**src/rtl/deser_pkg.sv**
```systemverilog
package deser_pkg;
  localparam int MAX_W = 12;
  localparam logic [MAX_W-1:0] FULL_PATTERN = 12'hBAF;

  typedef struct packed {
    logic slip;
    logic restart;
  } deserCtrl_t;

  function automatic logic [3:0] widthOf(input logic [1:0] sel);
    case (sel)
      2'b00:   return 4'd8;
      2'b01:   return 4'd10;
      default: return 4'd12;
    endcase
  endfunction

  function automatic logic [MAX_W-1:0] trainPattern(input logic [1:0] sel);
    return FULL_PATTERN >> (4'd12 - widthOf(sel));
  endfunction
endpackage

```
**src/rtl/deser_datapath.sv**
```systemverilog
module deser_datapath
  import deser_pkg::*;
(
  input  logic             clk,
  input  logic             rst,
  input  logic             serialIn,
  input  logic [1:0]       widthSel,
  input  deserCtrl_t       ctrl,
  output logic [MAX_W-1:0] word,
  output logic             wordValid
);
  logic [MAX_W-1:0] shiftQ;
  logic [MAX_W-1:0] assembled;
  logic [MAX_W-1:0] widthMask;
  logic [3:0]       bitCnt;
  logic [3:0]       curW;
  logic             lastBit;
  logic             wordDone;

  always_comb begin
    curW      = widthOf(widthSel);
    assembled = {shiftQ[MAX_W-2:0], serialIn};
    widthMask = (12'd1 << curW) - 12'd1;
    lastBit   = (bitCnt >= curW - 4'd1);
    wordDone  = lastBit && !ctrl.slip && !ctrl.restart;
  end

  always_ff @(posedge clk) begin
    shiftQ <= assembled;
    if (rst) begin
      bitCnt    <= '0;
      word      <= '0;
      wordValid <= 1'b0;
    end else begin
      wordValid <= wordDone;
      if (wordDone) word <= assembled & widthMask;
      if (ctrl.restart)   bitCnt <= '0;
      else if (ctrl.slip) bitCnt <= bitCnt;
      else if (lastBit)   bitCnt <= '0;
      else                bitCnt <= bitCnt + 4'd1;
    end
  end
endmodule

```
**src/rtl/deser_ctrl.sv**
```systemverilog
module deser_ctrl
  import deser_pkg::*;
#(
  parameter int SETTLE_WORDS = 4,
  parameter int LOCK_WORDS   = 8
) (
  input  logic             clk,
  input  logic             rst,
  input  logic [1:0]       widthSel,
  input  logic             trainEn,
  input  logic [MAX_W-1:0] word,
  input  logic             wordValid,
  output deserCtrl_t       ctrl,
  output logic             aligned
);
  localparam int SW = $clog2(SETTLE_WORDS + 1);
  localparam int MW = $clog2(LOCK_WORDS + 1);

  logic [1:0]    widthQ;
  logic [SW-1:0] settleCnt;
  logic [MW-1:0] matchCnt;
  logic          slipQ;
  logic          widthChg;
  logic          isMatch;

  always_comb begin
    widthChg     = (widthSel != widthQ);
    isMatch      = (word == trainPattern(widthSel));
    ctrl.slip    = slipQ;
    ctrl.restart = widthChg;
  end

  always_ff @(posedge clk) begin
    widthQ <= widthSel;
    if (rst) begin
      aligned   <= 1'b0;
      settleCnt <= '0;
      matchCnt  <= '0;
      slipQ     <= 1'b0;
    end else begin
      slipQ <= 1'b0;
      if (widthChg) begin
        aligned   <= 1'b0;
        settleCnt <= '0;
        matchCnt  <= '0;
      end else if (wordValid && trainEn && !aligned) begin
        if (settleCnt != '0) begin
          settleCnt <= settleCnt - 1'b1;
        end else if (isMatch) begin
          if (matchCnt == MW'(LOCK_WORDS - 1)) aligned <= 1'b1;
          else matchCnt <= matchCnt + 1'b1;
        end else begin
          slipQ     <= 1'b1;
          matchCnt  <= '0;
          settleCnt <= SW'(SETTLE_WORDS);
        end
      end
    end
  end
endmodule

```
**src/rtl/serial_deser.sv**
```systemverilog
module serial_deser
  import deser_pkg::*;
#(
  parameter int SETTLE_WORDS = 4,
  parameter int LOCK_WORDS   = 8
) (
  input  logic        clk,
  input  logic        rst,
  input  logic        serialIn,
  input  logic [1:0]  widthSel,
  input  logic        trainEn,
  output logic [11:0] wordOut,
  output logic        wordValid,
  output logic        aligned
);
  deserCtrl_t       ctrl;
  logic [MAX_W-1:0] word;

  deser_datapath dp_i (
    .clk(clk), .rst(rst), .serialIn(serialIn), .widthSel(widthSel),
    .ctrl(ctrl), .word(word), .wordValid(wordValid)
  );

  deser_ctrl #(.SETTLE_WORDS(SETTLE_WORDS), .LOCK_WORDS(LOCK_WORDS)) ctrl_i (
    .clk(clk), .rst(rst), .widthSel(widthSel), .trainEn(trainEn),
    .word(word), .wordValid(wordValid), .ctrl(ctrl), .aligned(aligned)
  );

  assign wordOut = word;
endmodule

```
**config.mk**
```make
export PLATFORM = sky130hd
export DESIGN_NAME = serial_deser
export DESIGN_NICKNAME = d
export VERILOG_FILES = /design/src/rtl/deser_pkg.sv /design/src/rtl/deser_datapath.sv /design/src/rtl/deser_ctrl.sv /design/src/rtl/serial_deser.sv
export SDC_FILE = /design/constraint.sdc
export NUM_CORES = 1
export LEC_CHECK = 0
export BUFFER_PORTS_ARGS = -buffer_cell sky130_fd_sc_hd__buf_2
export CAP_MARGIN = 20
export CORE_ASPECT_RATIO = 0.5
export CORE_MARGIN = 3
export CORE_UTILIZATION = 55
export DETAILED_ROUTE_END_ITERATION = 6
export PLACE_DENSITY_LB_ADDON = 0.1
export SLEW_MARGIN = 10
export SYNTH_ARGS = -nofsm -noshare
export SYNTH_HDL_FRONTEND = slang
export SYNTH_SLANG_ARGS = --single-unit
```
**constraint.sdc**
```tcl
create_clock -name clk -period 2.05 [get_ports clk]
set_input_delay 0.205 -clock clk [delete_from_list [all_inputs] [get_ports clk]]
set_output_delay 0.205 -clock clk [all_outputs]
set_load 0.05 [all_outputs]
```
==> out/metrics.csv, run 1 <==
metric;value;unit
PortBufs;19;
worst slew pin tran;464.2;ps
Synth cell types;38;
total chip power;1.392;mW
total wire length;3.074;mm
Cell Chain, Critical Path;ha_1 -> a21o_1 -> a211oi_1 -> nor4_4 -> buf_12 -> mux2i_1 -> nor2_1;
Async SR Flop Fraction;0;%
Final Skew;4.992;ps
Pre-antenna DRT Iters;4;
CTS Buffer Depth;2;
io pins;20;
Seq/Total Area, Yosys;50.00;%
Critical Path Source Type;register;
largest net degree at the start of global routing;15;
outcome;finished, final reports clean;
syn nets;170;
Fill cells;183;
drc violations;0;
Worst EP arrival;2060;ps
GP Congestion;0.7519;
maximum vdd drop;0.5892;mV
Area Growth Syn to Fin;15.06;%
Peak Freq;531.1;MHz
CTS tree;built;
Worst Path Required;2230;ps
Final Hold Fails;0;
ranking of synthesized cells by area;dfxtp_1 (50%), mux2i_1 (7.1%), nor2_1 (5.8%);
Slew headroom;68.87;%
Post-Syn Area;0.001561;sq mm
EDFF count, synth;0;
std cell rows;12;
slowest stage delay, CP;440;ps
power per cell area;774.7;mW/mm^2
P_int;1.070;mW
family with the most delay on the worst path;compound AO/OA/AOI/OAI gates;
max-slew violation count;0;
via count;1205;
CTS Buf Count;5;
post-DR vias/cell;5.528;
dpl hpwl;2.171;mm
DRT antenna net count;0;
switching pwr;322.1;uW
Crit. End Element;register;
first-pass GRT wire length;5.188;mm
Finish-stage setup viols;0;
vias in the first global route;1122;
Total Routing Usage GR;19.79;%
H-Tree Depth;2;
Post-synth top cells;dfxtp_1 (39), nor2_1 (24), mux2i_1 (11), nand2_1 (11), a21oi_1 (7);
Syn Area/Cell;9.883;sq um
Post-CTS Hold Fix Bufs;0;
Buf/Inv on CP;1;
Tightest Hold Check Type;primary input to register;
clock network fraction of total power;39.8;%
sw frac;23.14;%
RSZ-0062 raised after global routing;false;
top-count cell post-synth;dfxtp_1;
WHS;35.85;ps
Flop pwr share;56.1;%
DP Area;0.001697;sq mm
initial core utilization;63.80;%
Yosys reg bits;39;
# nets final;194;
period utilization;91.84;%
max-cap viol count;0;
Worst-Skew Late Latency;290;ps
ys flop type;dfxtp_1;
CP Class;register to register;
Reg clk slew, reported paths;80;ps
core footprint;0.002447;sq mm
leakage;0.7115;nW
Chip Height;43.68;um
drt wl/cell;14.10;um
clock root buffer;clkbuf_8;
Finished Cell Area;0.001797;sq mm
CP max FO;12;
CP max-delay cell;a211oi_1;
Gate power share;4.1;%
GRT overflow;0;
Post-Syn Instances;158;
initial antenna violation count;0;
Die Span X;81.36;um
layout cells sized above 1;20.22;%
area leader, netlist;dfxtp_1;
Clock Sinks;39;
die area;0.003553;sq mm
synth warn;0;
min Tclk post-route;1883;ps
Yosys top cell area share;50.00;%
# diodes;0;
Starting DRT DRC Count;60;
per-layer routing:
| metal | vias up | wire length [um] | GRT usage (%) |
|---|---|---|---|
| met4 | 0 | 46 | 10.10 |
| li1 | 606 | - | - |
| met3 | 6 | 155 | 6.639 |
| met5 | - | 0 | 0 |
| met2 | 31 | 1352 | 29.45 |
| met1 | 562 | 1520 | 25.67 |
state kept, by name (all words and copies together) (netlist names):
| name | flops |
|---|---|
| ctrl_i.slipQ | 1 |
| ctrl_i.aligned | 1 |
| dp_i.bitCnt | 4 |
| ctrl_i.widthQ | 2 |
| ctrl_i.settleCnt | 3 |
| dp_i.wordValid | 1 |
| dp_i.shiftQ | 11 |
| ctrl_i.matchCnt | 4 |
| dp_i.word | 12 |
path summary, 6_finish.rpt:
check,to,from,slack (ps),depth (start not counted)
worst max-delay path,dp_i.word[8],dp_i.bitCnt[1],170,7
worst min-delay path,dp_i.shiftQ[0],serialIn,40,1
worst max register to register,dp_i.word[8],dp_i.bitCnt[1],170,7
worst min register to register,dp_i.shiftQ[9],dp_i.shiftQ[8],350,0
power groups by stage:
| stage | logic (mW) | clock network (mW) | registers [mW] |
|---|---|---|---|
| after floorplan | 0.0389 | 0 | 0.798 |
| final | 0.0572 | 0.554 | 0.781 |
| after detailed placement | 0.0566 | 0 | 0.799 |
| after CTS | 0.0569 | 0.571 | 0.781 |
| after global placement | 0.0552 | 0 | 0.799 |
| after global routing | 0.0632 | 0.611 | 0.783 |
area by class of cell:
class / count / area (sq um) / share of cell area, %
Inverter: 2 / 7.507 / 0.4178
Tap cell: 35 / 43.79 / 2.437
Clock inverter: 2 / 16.27 / 0.9053
Multi-Input combinational cell: 112 / 735.7 / 40.95
Timing Repair Buffer: 22 / 130.1 / 7.242
Sequential cell: 39 / 780.7 / 43.45
Clock buffer: 6 / 82.58 / 4.596
what timing repair did:
| action | 4_1_cts | 5_1_grt |
|---|---|---|
| resized for setup | 0 | 1 |
| endpoints found under the setup margin | 0 | 1 |
| buffers inserted | 0 | 0 |
| endpoints found under the hold margin | 0 | 0 |
kinds of logic (layout without fill, tap and decap cells):
group	count (synthesis)	after routing	share of synthesized area [%]
simple gates	67	67	23.00
fa+ha+maj	6	6	4.808
mux	11	11	7.052
compound gates	23	23	9.375
xor+xnor	5	5	2.804
buf+inv	7	32	2.964
flops	39	39	50.00
placed cells by master, fill, tap and decap left out, types with 2 or more instances in the layout:
cell type   n
inv_1       2
ha_1        6
buf_2      19
mux2i_1    11
o22ai_1     2
or4_1       2
or4b_1      2
nor2b_1     3
o21ai_0     4
nand3_1     6
a211oi_1    3
dfxtp_1    39
nand4_1     3
nor3_1      2
nand2_1    11
a31oi_1     2
nand4b_1    2
xor2_1      4
nand3b_1    2
a21oi_1     7
clkbuf_8    6
buf_4       2
nor2_1     24
or3_1       3
worst reg2reg max path, cell delays in order (launching register included):
cell	delay [ps]
dfxtp_1	350
ha_1	300
a21o_1	180
a211oi_1	440
nor4_4	100
buf_12	170
mux2i_1	180
nor2_1	70
stage by stage:
| stage | setup TNS [ps] | std cells | utilization (%) | setup slack [ps] |
|---|---|---|---|---|
| 3_5_place_dp | -32.64 | 210 | 69.33 | -19.18 |
| 3_3_place_gp | 0 | 210 | 69.33 | 67.14 |
| 2_1_floorplan | 0 | 158 | - | 69.76 |
| 5_1_grt | 0 | 218 | 73.42 | 80.65 |
| 6_report | 0 | 218 | 73.42 | 167.2 |
| 4_1_cts | 0 | 218 | 73.36 | 136.5 |
Note: power is estimated with default switching activity, not from simulation.
==> inputs of run 2 (changes only) <==
--- a/config.mk
+++ b/config.mk
@@ -12,6 +12,7 @@
 export CORE_UTILIZATION = 55
 export DETAILED_ROUTE_END_ITERATION = 6
 export PLACE_DENSITY_LB_ADDON = 0.1
+export RECOVER_POWER = 25
 export SLEW_MARGIN = 10
 export SYNTH_ARGS = -nofsm -noshare
 export SYNTH_HDL_FRONTEND = slang
==> run 2 against run 1 <==
Net effect:
- maximum frequency fell by 0.46%
- setup slack got worse by 8.8 ps
- non-clock buffer count unchanged
- critical endpoint unchanged
- largest cell class unchanged
- first-iteration DRC count stayed put
==> out/metrics.csv, run 2 (synthesis results as in run 1) <==
metric;value;unit;change
Total Routing Usage GR;19.79;%;unchanged
leakage;0.7032;nW;was 0.7115 nW
clock root buffer;clkbuf_8;;unchanged
initial core utilization;63.80;%;unchanged
Final Skew;4.993;ps;was 4.992 ps
max-slew violation count;0;;unchanged
vias in the first global route;1122;;unchanged
power per cell area;776.1;mW/mm^2;was 774.7 mW/mm^2
outcome;finished, final reports clean;;unchanged
post-DR vias/cell;5.550;;was 5.528
dpl hpwl;2.171;mm;unchanged
via count;1210;;was 1,205
Worst EP arrival;2070;ps;was 2060 ps
Worst Path Required;2230;ps;about the same
Final Hold Fails;0;;unchanged
Die Span X;81.36;um;unchanged
RSZ-0062 raised after global routing;false;;unchanged
min Tclk post-route;1892;ps;was 1883 ps
# nets final;194;;unchanged
Tightest Hold Check Type;primary input to register;;unchanged
Peak Freq;528.7;MHz;was 531.1 MHz
Critical Path Source Type;primary input;;was register
Reg clk slew, reported paths;80;ps;about the same
largest net degree at the start of global routing;15;;unchanged
Chip Height;43.68;um;unchanged
Final WS setup;158.5;ps;was 167.2 ps
total wire length;3.071;mm;was 3.074 mm
die area;0.003553;sq mm;unchanged
GP Congestion;0.7519;;unchanged
Clock Sinks;39;;unchanged
CTS Buffer Depth;2;;unchanged
DRT antenna net count;0;;unchanged
Cell Chain, Critical Path;clkbuf_1 -> and2b_2 -> ha_1 -> a21o_1 -> a211oi_1 -> nor4_4 -> buf_12 -> mux2i_1 -> nor2_1;;was ha_1 -> a21o_1 -> a211oi_1 -> nor4_4 -> buf_12 -> mux2i_1 -> nor2_1
std cell rows;12;;unchanged
Most flops, register;dp_i.word;;unchanged
CP max-delay cell;a211oi_1;;unchanged
pre-CTS setup slack;-19.18;ps;unchanged
Pre-antenna DRT Iters;4;;unchanged
Worst-Skew Late Latency;290;ps;about the same
# diodes;0;;unchanged
Starting DRT DRC Count;60;;unchanged
number of flip-flops under the largest register name;12;;unchanged
hold depth;1;;unchanged
worst slew pin tran;464.2;ps;unchanged
max-cap viol count;0;;unchanged
period utilization;92.27;%;was 91.84%
drc violations;0;;unchanged
PortBufs;19;;unchanged
CP Class;primary input to register;;was register to register
first-pass GRT wire length;5.188;mm;unchanged
Largest regs;dp_i.word (12), dp_i.shiftQ (11);;unchanged
CTS tree;built;;unchanged
drt wl/cell;14.09;um;was 14.10 um
slowest stage delay, CP;440;ps;about the same
maximum vdd drop;0.5893;mV;was 0.5892 mV
CP max FO;12;;unchanged
Fill cells;184;;was 183
GRT overflow;0;;unchanged
initial antenna violation count;0;;unchanged
H-Tree Depth;2;;unchanged
R2R cell count;7;;unchanged
most common cell after layout, fill and taps aside;dfxtp_1;;unchanged
core footprint;0.002447;sq mm;unchanged
io pins;20;;unchanged
Finish-stage setup viols;0;;unchanged
setup_tns;0;ps;unchanged
CTS Buf Count;5;;unchanged
Area Growth Syn to Fin;14.82;%;was 15.06%
Crit. End Element;register;;unchanged
layout cells sized above 1;18.58;%;was 20.22%
most frequent cells in the layout;dfxtp_1 (39), nor2_1 (24), buf_2 (16), nand2_1 (11), mux2i_1 (11);;was dfxtp_1 (39), nor2_1 (24), buf_2 (19), nand2_1 (11), mux2i_1 (11)
Slew headroom;68.87;%;unchanged
==> run 2: stage by stage <==
stage                     utilization [%]  power, mW  hold slack, ps  instance area, sq um  cells
final                               73.26      1.392           56.52                  1793    218
after floorplan                         -     0.8364           232.7                  1562    158
after global placement              69.33     0.8540           333.1                  1697    210
after CTS                           73.36      1.409           26.95                  1795    218
after detailed placement            69.33     0.8553           330.9                  1697    210
after global routing                73.26      1.456           45.51                  1793    218
==> run 2: critical path, delay by kind of cell <==
| family | cells | cell delay [ps] |
|---|---|---|
| AOI/OAI and AO/OA | 2 | 620 |
| muxes | 1 | 170 |
| and+or+nand+nor | 3 | 430 |
| adders and majority gates | 1 | 270 |
| buffers and inverters | 2 | 380 |
==> run 2: report_power, final <==
part	switching [mW]	total [mW]	internal [mW]
Clock	0.280	0.554	0.275
Combinational	0.0345	0.0564	0.0219
Sequential	0.00826	0.781	0.773
Total	0.323	1.39	1.07
==> run 2: cell type report <==
cell class	count	area (sq um)	area share [%]
Clock inverter	2	16.27	0.9072
Inverter	2	7.507	0.4187
Tap cell	35	43.79	2.442
Clock buffer	6	82.58	4.606
Multi-Input combinational cell	112	735.7	41.03
Timing Repair Buffer	22	126.4	7.048
Sequential cell	39	780.7	43.55
==> run 2: repair_timing <==
action | in CTS | in global routing
gates resized for setup | 0 | 1
buffers inserted | 0 | 0
setup endpoints to repair | 0 | 1
hold buffers | 0 | 0
==> run 2: routing by layer <==
metal / track usage [%] / vias to the layer above / share of wire (%) / wire [um]
met5: 0 / - / 0 / 0
met4: 10.10 / 0 / 1.5 / 46
met3: 6.639 / 6 / 5.5 / 168
met2: 29.45 / 34 / 44 / 1355
met1: 25.67 / 563 / 49 / 1501
li1: - / 607 / - / -
==> run 2: path summary, 6_finish.rpt <==
kind / startpoint / endpoint / slack (ps)
worst min-delay path: serialIn / dp_i.shiftQ[0] / 60
worst max-delay path: widthSel[1] / dp_i.word[8] / 160
worst min register to register: dp_i.shiftQ[8] / dp_i.shiftQ[9] / 350
worst max register to register: dp_i.bitCnt[1] / dp_i.word[8] / 170
